$ cat config.mk
export PLATFORM = sky130hd
export DESIGN_NAME = i2c_arb_monitor
export DESIGN_NICKNAME = d
export VERILOG_FILES = /design/src/rtl/i2c_arb_pkg.sv /design/src/rtl/i2c_bus_tracker.sv /design/src/rtl/i2c_start_gate.sv /design/src/rtl/i2c_arb_checker.sv /design/src/rtl/i2c_addr_match.sv /design/src/rtl/i2c_arb_monitor.sv
export SDC_FILE = /design/constraint.sdc
export NUM_CORES = 1
export LEC_CHECK = 0
export CORE_ASPECT_RATIO = 0.9
export CORE_UTILIZATION = 47
export DETAILED_ROUTE_END_ITERATION = 8
export PLACE_DENSITY_LB_ADDON = 0.15
export SLEW_MARGIN = 5
export SYNTH_ARGS = -nofsm -noshare
export SYNTH_HDL_FRONTEND = slang
export SYNTH_SLANG_ARGS = --single-unit
$ cat constraint.sdc
create_clock -name clk -period 2.5 [get_ports clk]
set_clock_uncertainty 0.05 [all_clocks]
set_input_delay 0.5 -clock clk [delete_from_list [all_inputs] [get_ports clk]]
set_output_delay 0.5 -clock clk [all_outputs]
set_load 0.02 [all_outputs]
$ cat src/rtl/i2c_arb_pkg.sv
// Package: shared types and constants for the arbitration monitor.
package i2c_arb_pkg;

    // State of the deferred-START gate
    typedef enum logic [1:0] {
        GATE_IDLE = 2'd0,
        GATE_WAIT = 2'd1,
        GATE_FREE = 2'd2
    } gate_state_e;

    // Line indices inside the synchronizer bundle
    localparam int LINE_SDA = 0;
    localparam int LINE_SCL = 1;
    localparam int NUM_LINES = 2;

endpackage

$ cat src/rtl/i2c_bus_tracker.sv
// i2c_bus_tracker: synchronizes the raw SDA/SCL pins and derives START,
// STOP and SCL-rise events plus a bus-busy flag.
// Assumes: raw pins are asynchronous; SYNC_STAGES >= 2; pins idle high.
module i2c_bus_tracker
    import i2c_arb_pkg::*;
#(
    parameter int SYNC_STAGES = 2
) (
    input  logic clk,
    input  logic rst_n,
    input  logic sda_raw,
    input  logic scl_raw,
    output logic sda_s,
    output logic scl_rise,
    output logic start_det,
    output logic stop_det,
    output logic busy_q
);

    logic [NUM_LINES-1:0] raw_lines;
    logic [NUM_LINES-1:0] synced;
    logic                 sda_p;
    logic                 scl_p;
    logic                 scl_s;

    assign raw_lines[LINE_SDA] = sda_raw;
    assign raw_lines[LINE_SCL] = scl_raw;

    genvar g;
    generate
        for (g = 0; g < NUM_LINES; g++) begin : g_sync
            logic [SYNC_STAGES-1:0] chain;
            // Purpose: shift the raw pin through the synchronizer chain
            always_ff @(posedge clk) begin
                if (!rst_n) chain <= '1;
                else        chain <= {chain[SYNC_STAGES-2:0], raw_lines[g]};
            end
            assign synced[g] = chain[SYNC_STAGES-1];
        end
    endgenerate

    assign sda_s = synced[LINE_SDA];
    assign scl_s = synced[LINE_SCL];

    // Purpose: keep last-cycle copies for edge detection
    always_ff @(posedge clk) begin
        if (!rst_n) begin
            sda_p <= 1'b1;
            scl_p <= 1'b1;
        end else begin
            sda_p <= sda_s;
            scl_p <= scl_s;
        end
    end

    // Purpose: decode bus conditions from synchronized levels
    always_comb begin
        scl_rise  = scl_s & ~scl_p;
        start_det = scl_s & scl_p & sda_p & ~sda_s;
        stop_det  = scl_s & scl_p & ~sda_p & sda_s;
    end

    // Purpose: bus-busy flag between START and STOP
    always_ff @(posedge clk) begin
        if (!rst_n)         busy_q <= 1'b0;
        else if (start_det) busy_q <= 1'b1;
        else if (stop_det)  busy_q <= 1'b0;
    end

    a_r1_start_sets_busy: assert property (@(posedge clk) disable iff (!rst_n)
        start_det |=> busy_q);
    a_r1_stop_clears_busy: assert property (@(posedge clk) disable iff (!rst_n)
        stop_det |=> !busy_q);

endmodule

$ cat src/rtl/i2c_start_gate.sv
// i2c_start_gate: grants a START at once on a free bus, or defers it until a
// foreign STOP plus a bus-free count equal to the SCL low period.
// Assumes: low_cnt >= 1; req is a one-cycle pulse.
module i2c_start_gate
    import i2c_arb_pkg::*;
#(
    parameter int CNT_W = 16
) (
    input  logic             clk,
    input  logic             rst_n,
    input  logic             req,
    input  logic             mst_en,
    input  logic             lock,
    input  logic             cancel,
    input  logic             busy,
    input  logic             start_det,
    input  logic             stop_det,
    input  logic [CNT_W-1:0] low_cnt,
    output logic             go_q
);

    gate_state_e      state_q;
    logic [CNT_W-1:0] free_cnt_q;
    logic             allowed;

    assign allowed = mst_en & ~lock & ~cancel;

    // Purpose: sequence immediate or deferred START grants
    always_ff @(posedge clk) begin
        if (!rst_n) begin
            state_q    <= GATE_IDLE;
            free_cnt_q <= '0;
            go_q       <= 1'b0;
        end else begin
            go_q <= 1'b0;
            unique case (state_q)
                GATE_IDLE: begin
                    if (req && allowed) begin
                        if (busy) state_q <= GATE_WAIT;
                        else      go_q    <= 1'b1;
                    end
                end
                GATE_WAIT: begin
                    if (!allowed) begin
                        state_q <= GATE_IDLE;
                    end else if (stop_det) begin
                        state_q    <= GATE_FREE;
                        free_cnt_q <= CNT_W'(1);
                    end
                end
                GATE_FREE: begin
                    if (!allowed) begin
                        state_q <= GATE_IDLE;
                    end else if (start_det) begin
                        state_q <= GATE_WAIT;
                    end else if (free_cnt_q >= low_cnt) begin
                        go_q    <= 1'b1;
                        state_q <= GATE_IDLE;
                    end else begin
                        free_cnt_q <= free_cnt_q + CNT_W'(1);
                    end
                end
                default: state_q <= GATE_IDLE;
            endcase
        end
    end

    a_r8_go_single_cycle: assert property (@(posedge clk) disable iff (!rst_n)
        go_q |=> !go_q);
    a_r7_go_needs_master: assert property (@(posedge clk) disable iff (!rst_n)
        go_q |-> $past(mst_en));

endmodule

$ cat src/rtl/i2c_arb_checker.sv
// i2c_arb_checker: compares each node-driven bit with the line on the SCL
// rising edge and flags arbitration loss.
// Assumes: bit_valid is low on ACK bits the node receives.
module i2c_arb_checker (
    input  logic clk,
    input  logic rst_n,
    input  logic scl_rise,
    input  logic sda_s,
    input  logic sda_drive,
    input  logic bit_valid,
    input  logic mst_en,
    output logic lost_now,
    output logic lost_q
);

    // Purpose: released-one read back as zero on a driven bit
    always_comb begin
        lost_now = scl_rise & bit_valid & mst_en & sda_drive & ~sda_s;
    end

    // Purpose: register the loss as a one-cycle event
    always_ff @(posedge clk) begin
        if (!rst_n) lost_q <= 1'b0;
        else        lost_q <= lost_now;
    end

    a_r2_loss_is_pulse: assert property (@(posedge clk) disable iff (!rst_n)
        lost_q |=> !lost_q);

endmodule

$ cat src/rtl/i2c_addr_match.sv
// i2c_addr_match: collects the address bits after each START and reports a
// hand-off to slave mode when this node lost arbitration in the frame and
// the winner sends the node's own address.
// Assumes: address sent MSB first on the first ADDR_W SCL rises.
module i2c_addr_match #(
    parameter int ADDR_W = 7
) (
    input  logic              clk,
    input  logic              rst_n,
    input  logic              start_det,
    input  logic              scl_rise,
    input  logic              sda_s,
    input  logic              lost_now,
    input  logic [ADDR_W-1:0] own_addr,
    output logic              sel_q
);

    localparam int BCNT_W = $clog2(ADDR_W + 1);

    logic [ADDR_W-1:0] shift_q;
    logic [BCNT_W-1:0] bit_cnt_q;
    logic              active_q;
    logic              lost_frame_q;
    logic [ADDR_W-1:0] addr_now;
    logic              last_bit;

    assign addr_now = {shift_q[ADDR_W-2:0], sda_s};
    assign last_bit = (bit_cnt_q == BCNT_W'(ADDR_W - 1));

    // Purpose: gather address bits and decide the slave hand-off
    always_ff @(posedge clk) begin
        if (!rst_n) begin
            shift_q      <= '0;
            bit_cnt_q    <= '0;
            active_q     <= 1'b0;
            lost_frame_q <= 1'b0;
            sel_q        <= 1'b0;
        end else begin
            sel_q <= 1'b0;
            if (start_det) begin
                bit_cnt_q    <= '0;
                active_q     <= 1'b1;
                lost_frame_q <= 1'b0;
            end else if (scl_rise && active_q) begin
                shift_q   <= addr_now;
                bit_cnt_q <= bit_cnt_q + BCNT_W'(1);
                if (lost_now) lost_frame_q <= 1'b1;
                if (last_bit) begin
                    active_q <= 1'b0;
                    if ((addr_now == own_addr) && (lost_frame_q || lost_now))
                        sel_q <= 1'b1;
                end
            end
        end
    end

    a_r10_sel_is_pulse: assert property (@(posedge clk) disable iff (!rst_n)
        sel_q |=> !sel_q);

endmodule

$ cat src/rtl/i2c_arb_monitor.sv
// i2c_arb_monitor: top level. Tracks bus busy, gates START requests with
// the bus-free time, detects arbitration loss and reports slave hand-off.
// Holds the halt, error and lockout flags.
// Assumes: start_req_i, err_clr_i, lock_clr_i are one-cycle pulses.
module i2c_arb_monitor #(
    parameter int ADDR_W      = 7,
    parameter int CNT_W       = 16,
    parameter int SYNC_STAGES = 2
) (
    input  logic              clk,
    input  logic              rst_n,
    input  logic              mst_en_i,
    input  logic              sda_raw_i,
    input  logic              scl_raw_i,
    input  logic [ADDR_W-1:0] own_addr_i,
    input  logic [CNT_W-1:0]  scl_low_cnt_i,
    input  logic              start_req_i,
    input  logic              sda_drive_i,
    input  logic              bit_valid_i,
    input  logic              err_clr_i,
    input  logic              lock_clr_i,
    output logic              bus_busy_o,
    output logic              start_go_o,
    output logic              arb_lost_o,
    output logic              scl_halt_o,
    output logic              arb_err_o,
    output logic              tx_lock_o,
    output logic              fifo_flush_o,
    output logic              cmd_clear_o,
    output logic              slave_sel_o
);

    logic sda_s, scl_rise, start_det, stop_det, busy_q;
    logic lost_now, lost_q, go_q, sel_q;
    logic halt_q, err_q, lock_q;

    i2c_bus_tracker #(.SYNC_STAGES(SYNC_STAGES)) u_bus (
        .clk(clk), .rst_n(rst_n),
        .sda_raw(sda_raw_i), .scl_raw(scl_raw_i),
        .sda_s(sda_s), .scl_rise(scl_rise),
        .start_det(start_det), .stop_det(stop_det), .busy_q(busy_q)
    );

    i2c_arb_checker u_arb (
        .clk(clk), .rst_n(rst_n),
        .scl_rise(scl_rise), .sda_s(sda_s),
        .sda_drive(sda_drive_i), .bit_valid(bit_valid_i), .mst_en(mst_en_i),
        .lost_now(lost_now), .lost_q(lost_q)
    );

    i2c_start_gate #(.CNT_W(CNT_W)) u_gate (
        .clk(clk), .rst_n(rst_n),
        .req(start_req_i), .mst_en(mst_en_i), .lock(lock_q), .cancel(lost_now),
        .busy(busy_q), .start_det(start_det), .stop_det(stop_det),
        .low_cnt(scl_low_cnt_i), .go_q(go_q)
    );

    i2c_addr_match #(.ADDR_W(ADDR_W)) u_match (
        .clk(clk), .rst_n(rst_n),
        .start_det(start_det), .scl_rise(scl_rise), .sda_s(sda_s),
        .lost_now(lost_now), .own_addr(own_addr_i), .sel_q(sel_q)
    );

    // Purpose: hold SCL generation off from a loss until the bus is released
    always_ff @(posedge clk) begin
        if (!rst_n)        halt_q <= 1'b0;
        else if (lost_now) halt_q <= 1'b1;
        else if (stop_det) halt_q <= 1'b0;
    end

    // Purpose: sticky arbitration-error flag, set wins over clear
    always_ff @(posedge clk) begin
        if (!rst_n)         err_q <= 1'b0;
        else if (lost_now)  err_q <= 1'b1;
        else if (err_clr_i) err_q <= 1'b0;
    end

    // Purpose: sticky TX lockout flag, set wins over clear
    always_ff @(posedge clk) begin
        if (!rst_n)          lock_q <= 1'b0;
        else if (lost_now)   lock_q <= 1'b1;
        else if (lock_clr_i) lock_q <= 1'b0;
    end

    assign bus_busy_o   = busy_q;
    assign start_go_o   = go_q;
    assign arb_lost_o   = lost_q;
    assign fifo_flush_o = lost_q;
    assign cmd_clear_o  = lost_q;
    assign scl_halt_o   = halt_q;
    assign arb_err_o    = err_q;
    assign tx_lock_o    = lock_q;
    assign slave_sel_o  = sel_q;

    a_r4_halt_with_loss: assert property (@(posedge clk) disable iff (!rst_n)
        arb_lost_o |-> scl_halt_o);
    a_r5_flags_with_loss: assert property (@(posedge clk) disable iff (!rst_n)
        arb_lost_o |-> (arb_err_o && tx_lock_o));
    a_r6_lock_blocks_go: assert property (@(posedge clk) disable iff (!rst_n)
        !(start_go_o && tx_lock_o));
    a_r10_sel_after_loss: assert property (@(posedge clk) disable iff (!rst_n)
        slave_sel_o |-> scl_halt_o);

endmodule

==> out/metrics.cfg <==
[power_and_ir_drop]
pwr_density_cell_mw_per_mm2=416.0
irDropWorstVdd_mv=0.2418
leakagePower_uw=0.001261

[floorplan]
die_height_microns=68.47
core.rowCount=23
die_w_microns=75.86
initial_utilization_pct=50.42
die-area_sq_mm=0.005194
core_area_sq_mm=0.004576
ios=42

[final_layout]
n_antenna_cell=0
design_area_sq_mm=0.003256
drive_gt1_share_pct=22.02
mostFrequentLayoutCells=41 x dfxtp_1, 27 x nand2_1, 27 x buf_4
final_common_cell=dfxtp_1
area_growth_pct=41.11
seqCellArea_sq_um=842.1
fillCellCount=372
multiInputGateArea_sq_mm=0.001545
final_nets=387

[clocking]
clock_latency_ns=0.29
cts.sinks=42
clk_path_buf_depth=2
path_clk_slew_ns=0.09
postCtsHoldBufs=0
cts_tree=yes
root_buffer=clkbuf_8
cts_made_buffers=5
htreeDepth=2

[synth]
synth_cells=268
synthesis.nets=320
ys_warn_count=0
ys_ff_latch=42
avgSynthCellArea_sq_um=8.609
seq_area_frac_synth_pct=36.44
synth_cell_types=40
synth-edff-count=0
netlist_area_sq_mm=0.002307
ys.flop_type=dfxtp_1
async_flop_share_pct=0

[timing]
period_share_pct=102.3
fmax_mhz=391.1
grt_setup_unrepaired=yes
fin_hold_ws_ns=0.3692
finalSetupViolations=3
min_period_ns=2.557
drv_slew=0
worst_pin_slew_ns=0.4166
hold_violations=0
slew_headroom_pct=72.23
layout_setup_ws_ns=-0.05712

[place]
placed_area_sq_mm=0.002997
dp_worst_setup_slack_ns=-0.6045
place.port_buffers=41
dp_hpwl_microns=3816
gp_congestion=0.8106

[drt]
drt-vias-per-instance=5.339
via_count=2125
dr.pass1.iters=4
wl_microns=5299
drc=0
ant_nets=0
wl_per_cell_microns=13.31
drt-initial-drc-count=99

[grt]
antenna_found_initial=0
grt_pass1_wl_microns=8514
grt_max_degree=19
gr-total-overflow=0
track_usage_pct=22.13
grt_pass1_vias=1925

[worst_setup_path]
worst_ep_required_time_ns=2.68
worstSetupEndpointType=flip-flop
startpoint_type=primary input
rr_worst_depth=9
worst-endpoint-arrival_ns=2.74
worstPathMaxFanout=4
setup.worst_path.class=primary input to flip-flop

[outcome]
status=complete, but fails checks
violations=setup timing

[run]
cap_violations=0

[worst_hold_path]
holdPathStages=1
hold_class=flip-flop to flip-flop

flip-flops by register name, summed over array words and instances, names as in the netlist, 2 cells and up:
| register | count |
|---|---|
| u_bus.g_sync.chain | 4 |
| u_gate.free_cnt_q | 16 |
| u_gate.state_q | 2 |
| u_match.bit_cnt_q | 3 |
| u_match.shift_q | 6 |
final timing paths:
check                            from                       end  slack [ns]
max                  scl_low_cnt_i[9]     u_gate.free_cnt_q[15]       -0.06
min          u_bus.g_sync[0].chain[0]  u_bus.g_sync[0].chain[1]        0.37
max reg2reg      u_gate.free_cnt_q[0]     u_gate.free_cnt_q[15]       -0.04
min reg2reg  u_bus.g_sync[0].chain[0]  u_bus.g_sync[0].chain[1]        0.37
power by group:
part           switching, uW  total, uW  internal, uW
sequential              5.77        681           675
combinational           54.2        132          77.4
clock                    243        542           298
total                    303       1350          1050
critical path, stage by stage:
cell,delay (ns)
dlygate4sd2_1,0.20
inv_1,0.04
ha_1,0.30
a21oi_2,0.14
nor2_1,0.06
a311o_1,0.31
or4_4,0.53
buf_4,0.16
or4_1,0.39
a21boi_1,0.12
layer usage:
metal,GRT usage (%),part of all wire [%],routed length (microns)
met1,30.10,51,2681
met3,3.976,3.3,174
met2,34.85,45,2388
met5,0,0,0
met4,8.102,1.0,55
area by class of cell:
class                      count  share of cell area (%)
multi-input combinational    198                   47.46
timing repair buffer          70                   18.83
inverter                      18                   2.075
tap                           62                   2.383
clock buffer                   6                   2.229
clock inverter                 2                   1.153
sequential                    42                   25.86
metrics by stage:
stage / TNS (ns) / utilization, % / cells / power (uW)
4_1_cts: -0.08029 / 70.22 / 397 / 1362
3_3_place_gp: -9.182 / 65.49 / 385 / 825.4
5_1_grt: -0.4111 / 71.15 / 398 / 1407
3_5_place_dp: -9.744 / 65.49 / 385 / 828.0
2_1_floorplan: -0.001689 / - / 268 / 754.4
6_report: -0.1519 / 71.15 / 398 / 1354
synthesized netlist by cell type, types with 2 or more instances:
library cell  count  share of area [%]
dfxtp_1          42                 36
nand2_1          27                4.4
ha_1             19                 10
inv_1            18                2.9
nor2_1           15                2.4
a21oi_1          14                3.0
nand2b_1         13                3.5
a31oi_1          11                3.0
a21boi_0          9                2.9
o21ai_0           9                2.0
and2_1            7                1.9
nand3_1           7                1.5
nand4_1           7                1.9
clkbuf_1          6               0.98
nor2b_1           6                1.6
and3_1            5                1.4
nand4b_1          5                1.9
o21a_1            5                1.6
xor2_1            5                1.9
xnor2_1           4                1.5
nor4_1            3               0.81
or4_1             3               0.98
a211oi_1          2               0.65
a21boi_1          2               0.65
a311o_1           2               0.87
a41oi_1           2               0.76
and4_1            2               0.76
and4b_1           2               0.87
buf_2             2               0.43
buf_4             2               0.65
nor4b_1           2               0.76
o31ai_1           2               0.65
cell families (layout without fill, tap and decap cells):
| family | after synthesis | after routing | share of synthesized area (%) |
|---|---|---|---|
| xor gates and xnor gates | 9 | 9 | 3.416 |
| DFF | 42 | 42 | 36.44 |
| and+or+nand+nor | 106 | 106 | 25.54 |
| adders and majority gates | 19 | 19 | 10.30 |
| buffers and inverters | 28 | 96 | 4.989 |
| AOI/OAI and AO/OA | 63 | 63 | 18.87 |
| muxes | 1 | 1 | 0.4339 |
timing repair:
action	CTS	global route
hold endpoints to repair	0	0
endpoints found under the setup margin	18	5
pin swaps	20	7
setup buffers	4	1
resized for setup	43	8
(Power assumes the default switching activity.)
